[src/rtl/bmc_tx_pkg.sv]
package bmc_tx_pkg;
  typedef enum logic [1:0] {
    ST_IDLE = 2'd0,
    ST_PRE  = 2'd1,
    ST_SYM  = 2'd2,
    ST_TAIL = 2'd3
  } tx_state_e;
endpackage

[src/rtl/bmc_tx_preamble.sv]
module bmc_tx_preamble #(
  parameter int          CNT_W = 8,
  parameter int          PAT_W = 8,
  parameter logic [7:0]  PAT   = 8'hB4
) (
  input  logic [CNT_W-1:0] idx_i,
  output logic             cell_o
);
  localparam int SEL_W = $clog2(PAT_W);

  logic [SEL_W-1:0] sel;

  // pattern repeats every PAT_W cells, low bits of the index select the cell
  assign sel    = idx_i[SEL_W-1:0];
  assign cell_o = PAT[sel];
endmodule

[src/rtl/bmc_tx_polarity.sv]
module bmc_tx_polarity #(
  parameter int SYM_CELLS = 10
) (
  input  logic                 clk_i,
  input  logic                 rst_ni,
  input  logic                 arm_i,
  input  logic                 load_i,
  input  logic [SYM_CELLS-1:0] raw_i,
  output logic [SYM_CELLS-1:0] cells_o,
  output logic                 last_hi_o
);
  logic [SYM_CELLS-1:0] mask_q, mask_d;

  assign cells_o   = raw_i ^ mask_q;
  assign last_hi_o = mask_q[0];

  always_comb begin
    mask_d = mask_q;
    if (arm_i) begin
      mask_d = '1;
    end else if (load_i) begin
      mask_d = {SYM_CELLS{cells_o[SYM_CELLS-1]}};
    end
  end

  always_ff @(posedge clk_i or negedge rst_ni) begin
    if (!rst_ni) begin
      mask_q <= '0;
    end else if (arm_i || load_i) begin
      mask_q <= mask_d;
    end
  end
endmodule

[src/rtl/bmc_tx_tail.sv]
module bmc_tx_tail #(
  parameter int CNT_W      = 8,
  parameter int TAIL_CELLS = 3
) (
  input  logic [CNT_W-1:0] slot_i,
  input  logic             edge_i,
  output logic             cell_o
);
  localparam logic [CNT_W-1:0] ZERO_SLOT = CNT_W'(TAIL_CELLS - 1);

  // optional high cells first, the last slot always low
  assign cell_o = edge_i && (slot_i < ZERO_SLOT);
endmodule

[src/rtl/bmc_tx_serializer.sv]
module bmc_tx_serializer #(
  parameter int         SYM_CELLS  = 10,
  parameter int         PRE_CELLS  = 128,
  parameter int         PAT_W      = 8,
  parameter logic [7:0] PRE_PAT    = 8'hB4,
  parameter int         TAIL_CELLS = 3
) (
  input  logic                 clk_i,
  input  logic                 rst_ni,
  input  logic                 cell_tick_i,
  input  logic                 rx_busy_i,
  input  logic                 start_i,
  output logic                 start_rej_o,
  input  logic                 sym_valid_i,
  input  logic [SYM_CELLS-1:0] sym_cells_i,
  output logic                 sym_ready_o,
  input  logic                 eof_i,
  output logic                 tx_line_o,
  output logic                 tx_oe_o
);
  import bmc_tx_pkg::*;

  localparam int               CNT_W     = $clog2(PRE_CELLS + SYM_CELLS + TAIL_CELLS + 1);
  localparam logic [CNT_W-1:0] PRE_LAST  = CNT_W'(PRE_CELLS - 1);
  localparam logic [CNT_W-1:0] SYM_LAST  = CNT_W'(SYM_CELLS - 1);
  localparam logic [CNT_W-1:0] TAIL_END  = CNT_W'(TAIL_CELLS);

  // reset: asserted asynchronously, released on the clock
  logic [1:0] rst_sync_q;
  logic       rst_n;

  always_ff @(posedge clk_i or negedge rst_ni) begin
    if (!rst_ni) begin
      rst_sync_q <= 2'b00;
    end else begin
      rst_sync_q <= {rst_sync_q[0], 1'b1};
    end
  end
  assign rst_n = rst_sync_q[1];

  tx_state_e            state_q, state_d;
  logic [CNT_W-1:0]     cnt_q, cnt_d;
  logic [SYM_CELLS-1:0] sh_q, sh_d;
  logic                 held_q, held_d;
  logic                 edge_q, edge_d;
  logic                 line_q, line_d;
  logic                 oe_q, oe_d;
  logic                 rej_q, rej_d;
  logic                 arm, load;
  logic                 pre_cell, tail_cell, last_hi;
  logic [SYM_CELLS-1:0] fixed_cells;

  bmc_tx_preamble #(
    .CNT_W (CNT_W),
    .PAT_W (PAT_W),
    .PAT   (PRE_PAT)
  ) u_pre (
    .idx_i  (cnt_q),
    .cell_o (pre_cell)
  );

  bmc_tx_polarity #(
    .SYM_CELLS (SYM_CELLS)
  ) u_pol (
    .clk_i     (clk_i),
    .rst_ni    (rst_n),
    .arm_i     (arm),
    .load_i    (load),
    .raw_i     (sym_cells_i),
    .cells_o   (fixed_cells),
    .last_hi_o (last_hi)
  );

  bmc_tx_tail #(
    .CNT_W      (CNT_W),
    .TAIL_CELLS (TAIL_CELLS)
  ) u_tail (
    .slot_i (cnt_q),
    .edge_i (edge_q),
    .cell_o (tail_cell)
  );

  assign sym_ready_o = (state_q == ST_SYM) && !held_q;
  assign tx_line_o   = line_q;
  assign tx_oe_o     = oe_q;
  assign start_rej_o = rej_q;

  always_comb begin
    state_d = state_q;
    cnt_d   = cnt_q;
    sh_d    = sh_q;
    held_d  = held_q;
    edge_d  = edge_q;
    line_d  = line_q;
    oe_d    = oe_q;
    rej_d   = 1'b0;
    arm     = 1'b0;
    load    = 1'b0;
    unique case (state_q)
      ST_IDLE: begin
        if (start_i) begin
          if (rx_busy_i) begin
            rej_d = 1'b1;
          end else begin
            state_d = ST_PRE;
            cnt_d   = '0;
            arm     = 1'b1;
          end
        end
      end
      ST_PRE: begin
        if (cell_tick_i) begin
          line_d = pre_cell;
          oe_d   = 1'b1;
          if (cnt_q == PRE_LAST) begin
            state_d = ST_SYM;
            cnt_d   = '0;
          end else begin
            cnt_d = cnt_q + 1'b1;
          end
        end
      end
      ST_SYM: begin
        if (held_q) begin
          if (cell_tick_i) begin
            line_d = sh_q[0];
            sh_d   = sh_q >> 1;
            if (cnt_q == SYM_LAST) begin
              held_d = 1'b0;
              cnt_d  = '0;
            end else begin
              cnt_d = cnt_q + 1'b1;
            end
          end
        end else if (sym_valid_i) begin
          load   = 1'b1;
          sh_d   = fixed_cells;
          held_d = 1'b1;
          cnt_d  = '0;
        end else if (eof_i) begin
          state_d = ST_TAIL;
          cnt_d   = '0;
          edge_d  = !last_hi;
        end
      end
      ST_TAIL: begin
        if (cell_tick_i) begin
          if (cnt_q == TAIL_END) begin
            line_d  = 1'b0;
            oe_d    = 1'b0;
            state_d = ST_IDLE;
            cnt_d   = '0;
          end else begin
            line_d = tail_cell;
            cnt_d  = cnt_q + 1'b1;
          end
        end
      end
      default: state_d = ST_IDLE;
    endcase
  end

  always_ff @(posedge clk_i or negedge rst_n) begin
    if (!rst_n) begin
      state_q <= ST_IDLE;
      cnt_q   <= '0;
      sh_q    <= '0;
      held_q  <= 1'b0;
      edge_q  <= 1'b0;
      line_q  <= 1'b0;
      oe_q    <= 1'b0;
      rej_q   <= 1'b0;
    end else begin
      state_q <= state_d;
      cnt_q   <= cnt_d;
      sh_q    <= sh_d;
      held_q  <= held_d;
      edge_q  <= edge_d;
      line_q  <= line_d;
      oe_q    <= oe_d;
      rej_q   <= rej_d;
    end
  end
endmodule

[config.mk]
export PLATFORM = sky130hd
export DESIGN_NAME = bmc_tx_serializer
export DESIGN_NICKNAME = d
export VERILOG_FILES = /design/src/rtl/bmc_tx_pkg.sv /design/src/rtl/bmc_tx_preamble.sv /design/src/rtl/bmc_tx_polarity.sv /design/src/rtl/bmc_tx_tail.sv /design/src/rtl/bmc_tx_serializer.sv
export SDC_FILE = /design/constraint.sdc
export NUM_CORES = 1
export LEC_CHECK = 0
export ABC_AREA = 1
export BUFFER_PORTS_ARGS = -buffer_cell sky130_fd_sc_hd__buf_2
export CAP_MARGIN = 15
export CORE_UTILIZATION = 58
export CTS_CLUSTER_DIAMETER = 80
export CTS_CLUSTER_SIZE = 8
export DETAILED_ROUTE_END_ITERATION = 10
export GPL_ROUTABILITY_DRIVEN = 0
export PLACE_DENSITY = 0.88
export SLEW_MARGIN = 20
export SYNTH_ARGS = -nofsm -noshare
export SYNTH_HDL_FRONTEND = slang
export SYNTH_SLANG_ARGS = --single-unit
[constraint.sdc]
create_clock -name clk_i -period 1.51 [get_ports clk_i]
set_input_delay 0.302 -clock clk_i [delete_from_list [all_inputs] [get_ports clk_i]]
set_output_delay 0.302 -clock clk_i [all_outputs]
set_load 0.005 [all_outputs]
# Yosys cells after proc, flatten, opt, wreduce, memory -nomap -nowiden
# Memory sizes are Yosys's and may differ from the RTL's.
# Index checks and enable logic that the tools add are counted.
[op_classes]
add_sub_neg = 1
n_lt_le_gt_ge = 2
n_eq_ne = 20
n_mux = 50
bitwise_logic = 3
n_reduce_logical = 17
[ops]
columns = ["cell", "n"]
rows = [
  ["8-bit 2-to-1 mux", 11],
  ["10-bit 2-to-1 mux", 5],
  ["8-bit one-hot mux with 4 select lines", 1],
  ["2-bit inequality test, second input constant", 12],
  ["1-bit 2-to-1 mux", 21],
  ["2-bit 2-to-1 mux", 9],
  ["10-bit XOR", 1],
  ["9-bit AND reduction", 1],
  ["8-bit by 1-bit adder with 8-bit output, second input constant", 1],
  ["8-bit by 2-bit == test with 1-bit output, second input constant", 1],
  ["8-bit by 4-bit == test with 1-bit output, second input constant", 1],
  ["8-bit by 7-bit == test with 1-bit output, second input constant", 1],
  ["8-bit by 2-bit less-than comparator with 1-bit output, second input constant", 1],
  ["2-bit one-hot mux with 4 select lines", 1],
  ["4-bit AND reduction", 2],
  ["6-bit AND reduction", 1],
  ["2-bit nonzero test", 3],
  ["5-bit AND reduction", 1],
  ["2-bit == test, second input constant", 2],
  ["3-bit by 4-bit less-than comparator with 1-bit output, second input constant", 1],
  ["4-bit inequality test, second input constant", 1],
  ["3-bit inequality test, second input constant", 1],
  ["1-bit one-hot mux with 3 select lines", 1],
  ["3-bit AND reduction", 1],
  ["9 further kinds", 12],
]
[word_totals]
regBits = 37
romBits = 8
input_bits = 17
out_inout_bits = 4
wordCells = 104
mem_count = 1
[memory_table]
columns = ["memory", "words", "width", "rd", "rd_clocked_by_memory_dff", "write_ports", "line", "source"]
rows = [
  ["(no name shown)", 8, 1, 1, 0, 0, "bmc_tx_preamble.sv:15", "assign cell_o = PAT[sel];"],
]

# Logic depth before layout (Yosys ltp)
# Gate-level depths: netlist (run 1).
[depth]
ltp_word = 5
depth_mapped = 11
depth_no_buf = 11

# Cells and area by module
# Synthesis (run 1) repeated with hierarchy kept, for this count alone.
[unflattened]
hier_cells = 249
area_unflattened_um2 = 1799.2
[modules_own_cells]
columns = ["mod", "instances", "cells_each", "area_each_um2", "seq_area_each_um2"]
rows = [
  ["bmc_tx_serializer", 1, 215, 1585.3, 675.6],
  ["bmc_tx_polarity", 1, 20, 160.2, 25.0],
  ["bmc_tx_tail", 1, 8, 30.0, 0.0],
  ["bmc_tx_preamble", 1, 6, 23.8, 0.0],
]

# Worst setup path after synthesis (run 1)
# OpenSTA, ideal clock, no wires.
[synth_path]
kind = "reg-to-reg"
from = "register state_q[0]"
to = "register cnt_q[1]"
setup_ns = 0.074
arrival_time_ns = 1.427
t_required_ns = 1.436
slack_ns = 0.009
stages_incl_launch_ff = 10
path_buffers = 0
synth_period_minus_slack_ns = 1.501
path_cell_list = "dfrtp_1 inv_1 ha_1 inv_2 nor2_4 nand2_4 nand4_2 nor2_2 nand2_2 o21ai_2"
[synth_via]
elab_chain_len = 3
word_cells_on_any_way = 12
cone_classes = "eq/ne: 9; mux: 1; reduce/logical: 2"
[synth_lines]
columns = ["element", "line", "source"]
rows = [
  ["from (decl)", "bmc_tx_serializer.sv:41", "tx_state_e state_q, state_d;"],
  ["from (signal assigned)", "bmc_tx_serializer.sv:174", "state_q <= state_d;"],
  ["2-bit == test, or another cell as far along", "bmc_tx_serializer.sv:99", "unique case (state_q)"],
  ["4-bit inequality test (no line), or another cell as far along", "--", ""],
  ["6-bit AND reduction (no line)", "--", ""],
  ["to (signal assigned)", "bmc_tx_serializer.sv:175", "cnt_q <= cnt_d;"],
  ["to (decl)", "bmc_tx_serializer.sv:42", "logic [CNT_W-1:0] cnt_q, cnt_d;"],
]
# Several ways; a longest one is shown, not always the timed one.
# A chain may end at the register's enable or synchronous reset.

# Worst setup path after layout (run 1)
[layout_path]
from = "register state_q[0]"
to = "register cnt_q[2]"
# Same word-level chain as after synthesis.

==> impl_results.md, run 1 <==
- Routed length per instance: around 19 um
- Clock sink total: 28
- Clock tree buffer depth: 2
- Initial cell density of the core: between 60% and 70%
- Crit path kind: reg -> reg
- Hold/Removal Path Class: in -> reg
- Synth area leaders: sky130_fd_sc_hd__dfrtp_1, sky130_fd_sc_hd__nand2_1, sky130_fd_sc_hd__ha_1
- Cell taking the most area after synthesis: sky130_fd_sc_hd__dfrtp_1
- Max Clock Skew: roughly 0.017 ns
- Antenna Cells: 0
- Proportion of layout cells with a drive suffix above 1: 36.63%
- Number of cells in the finished layout apart from fillers: a little over 300
- Net count, final: 301
- Via count of the first global-routing pass: 1686
- Worst relative slew slack: 60.76%
- Die H: between 50 and 60 um
- Total global-route track usage: between 30% and 40%
- Dpl ws: -0.1543 ns
- Count of unique library cells instantiated by Yosys: 34
- Failing checks: design-rule violations, negative setup slack
- Final std cell area, no fill: about 0.0024 mm^2
- Final Setup Violations: 22
- Required time at the endpoint of the critical path: between 1.5 and 2 ns
- Minimum setup slack in the final design: -0.2087 ns
- Number of top-level pins: 21
- Count of final max-slew check failures: 0
- Clock Latency Late Sink: 0.36 ns
- Ys Warns: 0
- Post-Place Cell Area: around 0.0020 mm^2
- Net Count, Synth: ~250
- Area growth from synthesis to final layout: 34.46%
- Final WL: roughly 5800 um
- Transition time of the tightest slew-check pin: approximately 0.59 ns
- Mean instance size in the synthesized netlist: ~8.0 um^2
- First-pass iteration count of the detailed router: 10
- Filler cells: 146
- Maximum fanout along the worst path: 8
- Number of H-tree levels: 1
- Area of all sequential standard cells: ~700 um^2
- Wire length of the first global-routing pass: approximately 7600 um
- Clock buffer count from CTS: 3
- Via count: roughly 1900
- Combined area of all synthesized cells: ~0.0018 mm^2
- FP Rows: 19
- Overall die width: ~57 um
- Total die area: about 0.0033 mm^2
- Sum of negative setup slack: -1.805 ns
- Detail Route Antenna Nets: 0
- Clock slew at the register clock pins of the worst setup and hold paths: ~0.16 ns
- Pwr/cell area: 1686 mW/mm^2
- Reported max-cap violation count: 0
- Antenna violations before repair: 0
- Area of the multi-input gates: about 0.0011 mm^2
- Iteration-0 DRC count of the detailed router: 130
- Root Buffer Master: sky130_fd_sc_hd__clkbuf_4
- Register bit total from synthesis: 28
- Kind of start point of the critical path: flop
- Final Cycle Share: 113.8%
- Number of cells produced by synthesis: ~220
- Routed via count divided by cell count: approximately 6
- Count of endpoints failing hold in the final timing report: 0
- Static Leak: between 1 and 1.5 nW
- Final routed DRC violation total: 4
- Maximum number of pins on one net before global-route repair: 27
- Area inside the core boundary: ~0.0028 mm^2
- Worst VDD drop: around 1.7 mV
- Worst setup EP type: flop
- Half-perimeter wire length after detailed placement: approximately 3000 um
- FMAX: 581.8 MHz
- Part of the Yosys area used for sequential elements: 39.30%
- Run status: finished with violations
- Number of port buffers: 20
- Global-route congestion overflow total: 0
- Power consumption: between 4 and 5 mW
- Top-area cell type share of the netlist area: about two fifths
- Setup repair after global routing missed its margin: true
- Final critical path time including I/O delays and setup: approximately 1.7 ns
- Placed Cells incl. Taps: about 290
- CTS tree: done
- Critical path arrival: between 2 and 2.5 ns
where the power goes:
part           internal (mW)  total, mW  switching, mW
sequential             0.970       1.21          0.236
clock                 0.0947      0.336          0.242
combinational           1.07       2.50           1.43
flip-flops by register name, summed over array words and instances, names as in the netlist:
name,flops
sh_q,10
cnt_q,8
rst_sync_q,2
state_q,2
edge_q,1
held_q,1
start_rej_o,1
tx_line_o,1
tx_oe_o,1
u_pol.mask_q,1
cell families after synthesis:
| kind of cell | after synthesis | synth area share [%] |
|---|---|---|
| other cells | 1 | 0.2103 |
| fa+ha+maj | 9 | 6.316 |
| flops | 28 | 39.30 |
| simple gates | 97 | 26.25 |
| xor+xnor | 11 | 5.404 |
| buf+inv | 35 | 7.930 |
| compound gates | 41 | 14.60 |
cells in the final DEF, fill, tap and decap left out, types with 2 or more instances in the layout:
master                       instances
sky130_fd_sc_hd__a21oi_1             3
sky130_fd_sc_hd__buf_2              19
sky130_fd_sc_hd__buf_4              24
sky130_fd_sc_hd__buf_6               9
sky130_fd_sc_hd__clkbuf_4            3
sky130_fd_sc_hd__clkinvlp_4          2
sky130_fd_sc_hd__dfrtp_1            26
sky130_fd_sc_hd__dfrtp_2             2
sky130_fd_sc_hd__ha_1                5
sky130_fd_sc_hd__ha_4                3
sky130_fd_sc_hd__inv_1              23
sky130_fd_sc_hd__inv_2               4
sky130_fd_sc_hd__nand2_1            42
sky130_fd_sc_hd__nand2_2             3
sky130_fd_sc_hd__nand2_4             5
sky130_fd_sc_hd__nand3_1            10
sky130_fd_sc_hd__nand3_2             4
sky130_fd_sc_hd__nand4_1             7
sky130_fd_sc_hd__nor2_1             14
sky130_fd_sc_hd__nor2_4              4
sky130_fd_sc_hd__nor3_1              2
sky130_fd_sc_hd__o211ai_1            9
sky130_fd_sc_hd__o21ai_0             4
sky130_fd_sc_hd__o21ai_1            12
sky130_fd_sc_hd__o21ai_2             5
sky130_fd_sc_hd__o21ai_4             2
sky130_fd_sc_hd__xnor2_1             9
sky130_fd_sc_hd__xor2_1              2
final cells by class:
| class | count | area share (%) |
|---|---|---|
| timing repair inverter | 1 | 0.3132 |
| inverter | 29 | 4.802 |
| clock buffer | 3 | 0.9395 |
| multi-input combinational | 159 | 46.87 |
| sequential | 28 | 29.33 |
| tap | 31 | 1.618 |
| timing repair buffer | 53 | 16.13 |
critical path, stage by stage (launching register included):
cell	delay (ns)
sky130_fd_sc_hd__dfrtp_1	0.44
sky130_fd_sc_hd__buf_6	0.15
sky130_fd_sc_hd__ha_4	0.17
sky130_fd_sc_hd__o21ai_4	0.23
sky130_fd_sc_hd__nand2_4	0.10
sky130_fd_sc_hd__nor2_4	0.20
sky130_fd_sc_hd__nand2_1	0.12
sky130_fd_sc_hd__nand2_1	0.09
sky130_fd_sc_hd__o21ai_1	0.07
sky130_fd_sc_hd__nor2_1	0.08
synth_stat cells, drive strengths merged:
library cell,number
nor4,1
nor3,3
clkbuf,2
dfrtp,28
o21ai,23
xor2,2
a21oi,5
nand3,15
o311ai,1
a22oi,1
buf,4
nand4,8
nor2,19
o21a,1
o211ai,9
xnor2,9
nand3b,1
o22ai,1
nand2,50
inv,29
ha,9
conb,1
per-stage QoR:
step	hold slack [ns]	utilization, %
global route	0.1443	84.74
floorplan	0.006409	-
finish	0.1440	84.74
detailed placement	0.09027	71.83
global placement	0.08995	71.83
CTS	0.1578	79.30
final timing paths:
check                                        start                     end  slack (ns)  cells past startpoint
max                         state_q[0]$_DFFE_PN0P_    cnt_q[2]$_DFFE_PN0P_       -0.21                      9
min                                        start_i   start_rej_o$_DFF_PN0_        0.14                      3
max reg2reg                 state_q[0]$_DFFE_PN0P_    cnt_q[2]$_DFFE_PN0P_       -0.21                      9
min reg2reg                rst_sync_q[1]$_DFF_PN0_     sh_q[9]$_DFFE_PN0P_        0.22                      1
max in group asynchronous  rst_sync_q[1]$_DFF_PN0_  state_q[1]$_DFFE_PN0P_        1.02                      1
min in group asynchronous  rst_sync_q[1]$_DFF_PN0_     sh_q[9]$_DFFE_PN0P_        0.22                      1
layer usage:
metal / global-route usage (%) / wire, um
met5: 0 / 0
met4: 16.72 / 394
met3: 3.855 / 436
met2: 54.15 / 2885
met1: 36.08 / 2036
what timing repair did:
action,4_1_cts,5_1_grt
pin swaps,13,15
gates resized for setup,30,38
buffers inserted,7,4
hold buffers,1,0
setup endpoints to repair,25,24
endpoints found under the hold margin,2,0
cloned,0,3
Power figures use the tool's default switching activity.
==> run 2, diff against run 1 <==
--- a/config.mk
+++ b/config.mk
@@ -5,10 +5,9 @@
 export SDC_FILE = /design/constraint.sdc
 export NUM_CORES = 1
 export LEC_CHECK = 0
-export ABC_AREA = 1
 export BUFFER_PORTS_ARGS = -buffer_cell sky130_fd_sc_hd__buf_2
 export CAP_MARGIN = 15
-export CORE_UTILIZATION = 58
+export CORE_UTILIZATION = 57
 export CTS_CLUSTER_DIAMETER = 80
 export CTS_CLUSTER_SIZE = 8
 export DETAILED_ROUTE_END_ITERATION = 10
==> impl_results.md, run 2 <==
- Max Clock Skew: 0.02520 ns (+0.007869 ns)
- Iteration-0 DRC count of the detailed router: 286 (+120%)
- Final critical path time including I/O delays and setup: 2.178 ns (+0.4589 ns)
- Routed via count divided by cell count: 7.300 (+20%)
- Clock sink total: 28 (unchanged)
- Area growth from synthesis to final layout: 38.70%
- Largest registers in the final layout: sh_q: 10 flops, cnt_q: 8 flops
- Total die area: 0.003205 mm^2 (-2.9%)
- Part of the Yosys area used for sequential elements: 41.21% (+1.9 points)
- GR peak layer: met2
- Critical path, cell by cell: or4_4, o31ai_4, buf_6, nand4_4, nor3_1, a21oi_1
- Static Leak: 1.039 nW (-5.1%)
- Kind of cell with the highest combined delay on the critical path: simple AND/OR/NAND/NOR gates
- FMAX: 459.2 MHz (-21%)
- M2 GR Usage: 63.36% (+9.2 points)
- Die H: 56.62 um (-1.4%)
- Cell taking the most area after synthesis: sky130_fd_sc_hd__dfrtp_1
- Dpl ws: -0.4078 ns (-0.2535 ns)
- Hold/Removal Path Class: in -> reg
- Area inside the core boundary: 0.002781 mm^2 (-1.7%)
- CTS tree: done
- Total global-route track usage: 39.57% (+8.9 points)
- Number of port buffers: 20 (unchanged)
- Worst VDD drop: 1.857 mV (+8.7%)
- Wire length of the first global-routing pass: 9308 um (+23%)
- Routed length per instance: 27.66 um (+46%)
- Number of flip-flops under the largest register name: 10 (unchanged)
- Kind of start point of the critical path: flop
- Count of endpoints failing hold in the final timing report: 0 (unchanged)
- Antenna Cells: 0 (unchanged)
- Pwr/cell area: 2268 mW/mm^2 (+35%)
- Clock slew at the register clock pins of the worst setup and hold paths: 0.19 ns (+0.03 ns)
- Share of synthesized flip-flops with an asynchronous set or reset: 100.0% (unchanged)
- Failing checks: negative setup slack
- Met1 layer usage reported by global route: 48.09% (+12 points)
- Net count, final: 266 (-12%)
- Number of H-tree levels: 1 (unchanged)
- Number of cells produced by synthesis: 181 (-18%)
- Register with the most flip-flops: sh_q
- Required time at the endpoint of the critical path: 1.75 ns (-0.05 ns)
- Initial cell density of the core: 61.13% (-1.9 points)
- Detail Route Antenna Nets: 0 (unchanged)
- Final WL: 7468 um (+30%)
- Most frequently used flop master after synthesis: sky130_fd_sc_hd__dfrtp_1
- Overall die width: 56.62 um (-1.4%)
- Final Setup Violations: 19 (-14%)
- Via count: 1971 (+6.2%)
- Filler cells: 129 (-12%)
- Antenna violations before repair: 0 (unchanged)
- Top-area cell type share of the netlist area: 41.21% (+1.9 points)
- Final Cycle Share: 144.2% (+30 points)
- First-pass iteration count of the detailed router: 6 (-4)
- Critical path arrival: 2.41 ns (+0.40 ns)
- Clock Latency Late Sink: 0.37 ns (about the same)
- Post-Place Cell Area: 0.002061 mm^2 (+1.4%)
- Leading cell type in the layout, fill and taps excluded: sky130_fd_sc_hd__buf_4
- Combined area of all synthesized cells: 0.001700 mm^2 (-4.6%)
- Commonest cells in the synthesized netlist: sky130_fd_sc_hd__dfrtp_1, sky130_fd_sc_hd__nand2_1, sky130_fd_sc_hd__a21oi_1
- Via count of the first global-routing pass: 1832 (+8.7%)
- Area of the multi-input gates: 0.001066 mm^2 (-5.1%)
- Area of all sequential standard cells: 705.7 um^2 (+0.36%)
- Post-synth EDFFs: 0 (unchanged)
- Register bit total from synthesis: 28 (unchanged)
- Global-route congestion overflow total: 0 (unchanged)
- Clock buffer count from CTS: 3 (unchanged)
- End-of-flow core utilization: 84.80% (about the same)
- Crit path kind: reg -> reg
- Ys Warns: 0 (unchanged)
- Reported max-cap violation count: 0 (unchanged)
- Worst setup EP type: flop
- Most frequent cells in the layout: sky130_fd_sc_hd__buf_4, sky130_fd_sc_hd__dfrtp_1, sky130_fd_sc_hd__buf_2
- Most used standard cell by instance count after synthesis: sky130_fd_sc_hd__dfrtp_1
- Minimum setup slack in the final design: -0.6676 ns (-0.4589 ns)
- Root Buffer Master: sky130_fd_sc_hd__clkbuf_4
- Mean instance size in the synthesized netlist: 9.394 um^2 (+17%)
- Half-perimeter wire length after detailed placement: 3161 um (+7.2%)
- Count of unique library cells instantiated by Yosys: 44 (+29%)
- FP Rows: 19 (unchanged)
- Clock tree buffer depth: 2 (unchanged)
- Number of top-level pins: 21 (unchanged)
- Maximum fanout along the worst path: 3 (-5)
- Proportion of layout cells with a drive suffix above 1: 43.93% (+7.3 points)
- Synth area leaders: sky130_fd_sc_hd__dfrtp_1, sky130_fd_sc_hd__ha_1, sky130_fd_sc_hd__xnor2_1
- Final std cell area, no fill: 0.002359 mm^2 (-1.6%)
- Maximum number of pins on one net before global-route repair: 27 (unchanged)
- Count of final max-slew check failures: 0 (unchanged)
- Met3 Resource Use GR: 5.300% (+1.4 points)
- Worst Path Buf+Inv: 1 (unchanged)
- Final routed DRC violation total: 0 (-4)
- Net Count, Synth: 207 (-17%)
- Run status: finished with violations
- Crit path largest cell delay: 0.62 ns (+0.18 ns)
- Cell at the slowest stage of the critical path: sky130_fd_sc_hd__or4_4
- Setup repair after global routing missed its margin: true
==> run 2: cell types whose count changed after synthesis, moves of 3 or more <==
cell                       delta
sky130_fd_sc_hd__nand2_1     -25
sky130_fd_sc_hd__inv_1       -18
sky130_fd_sc_hd__a21oi_1     +12
sky130_fd_sc_hd__nand3_1      -8
sky130_fd_sc_hd__o211ai_1     -7
sky130_fd_sc_hd__nand2b_1     +6
sky130_fd_sc_hd__nand4_1      -5
sky130_fd_sc_hd__o21ai_0      -5
sky130_fd_sc_hd__o21ai_2      -5
sky130_fd_sc_hd__clkbuf_1     +3
sky130_fd_sc_hd__nand2_2      -3
sky130_fd_sc_hd__nor2_1       -3
sky130_fd_sc_hd__o21ai_1      +3
==> run 2: repair_timing <==
action | 4_1_cts | 5_1_grt
setup buffers | 4 | 3
resized for setup | 19 | 32
hold buffers | 1 | 0
endpoints found under the setup margin | 25 | 25
pin swaps | 7 | 9
endpoints found under the hold margin | 2 | 0
cloned | 0 | 1
==> run 2: worst paths after layout <==
kind,start,to,slack (ns),depth (start not counted)
setup / recovery,cnt_q[5]$_DFFE_PN0P_,state_q[0]$_DFFE_PN0P_,-0.67,6
hold / removal,rx_busy_i,u_pol.mask_q[8]$_DFFE_PN0P_,0.11,2
setup reg to reg,cnt_q[5]$_DFFE_PN0P_,state_q[0]$_DFFE_PN0P_,-0.67,6
hold reg to reg,rst_sync_q[1]$_DFF_PN0_,u_pol.mask_q[8]$_DFFE_PN0P_,0.25,1
max in group asynchronous,rst_sync_q[1]$_DFF_PN0_,state_q[0]$_DFFE_PN0P_,0.96,1
min in group asynchronous,rst_ni,rst_sync_q[0]$_DFF_PN0_,0.22,2
==> run 2: cell type report <==
type                       instances  share of cell area, %
sequential                        28                  29.92
timing repair buffer              62                  19.26
inverter                           9                  1.751
clock inverter                     1                  1.273
tap                               31                  1.645
clock buffer                       3                 0.9549
multi-input combinational        136                  45.20
==> run 2: logic make-up after synthesis <==
logic type	share of synthesized area [%]
muxes	2.796
buffers and inverters	3.900
AOI/OAI and AO/OA	21.78
xor gates and xnor gates	5.666
and+or+nand+nor	17.81
adders and majority gates	6.623
other	0.2205
DFF	41.21
==> run 2: power breakdown <==
part           switching (mW)  internal, mW  total (mW)
Combinational            1.99          1.49        3.49
Sequential              0.328         0.999        1.33
Clock                   0.266         0.269       0.536
==> run 2: stage by stage <==
stage | cells | hold slack [ns] | TNS [ns] | power [mW]
floorplan | 181 | 0.006409 | -3.195 | 2.777
global route | 270 | 0.09474 | -7.928 | 5.480
global placement | 257 | 0.08672 | -3.333 | 3.412
CTS | 266 | 0.1429 | -4.542 | 4.408
detailed placement | 257 | 0.08793 | -4.553 | 3.591
finish | 270 | 0.1084 | -7.280 | 5.348
==> run 2: per-layer routing <==
layer | routed length, um | vias to the layer above
li1 | - | 747
met1 | 2405 | 878
met5 | 0 | -
met3 | 1043 | 95
met4 | 741 | 0
met2 | 3277 | 251
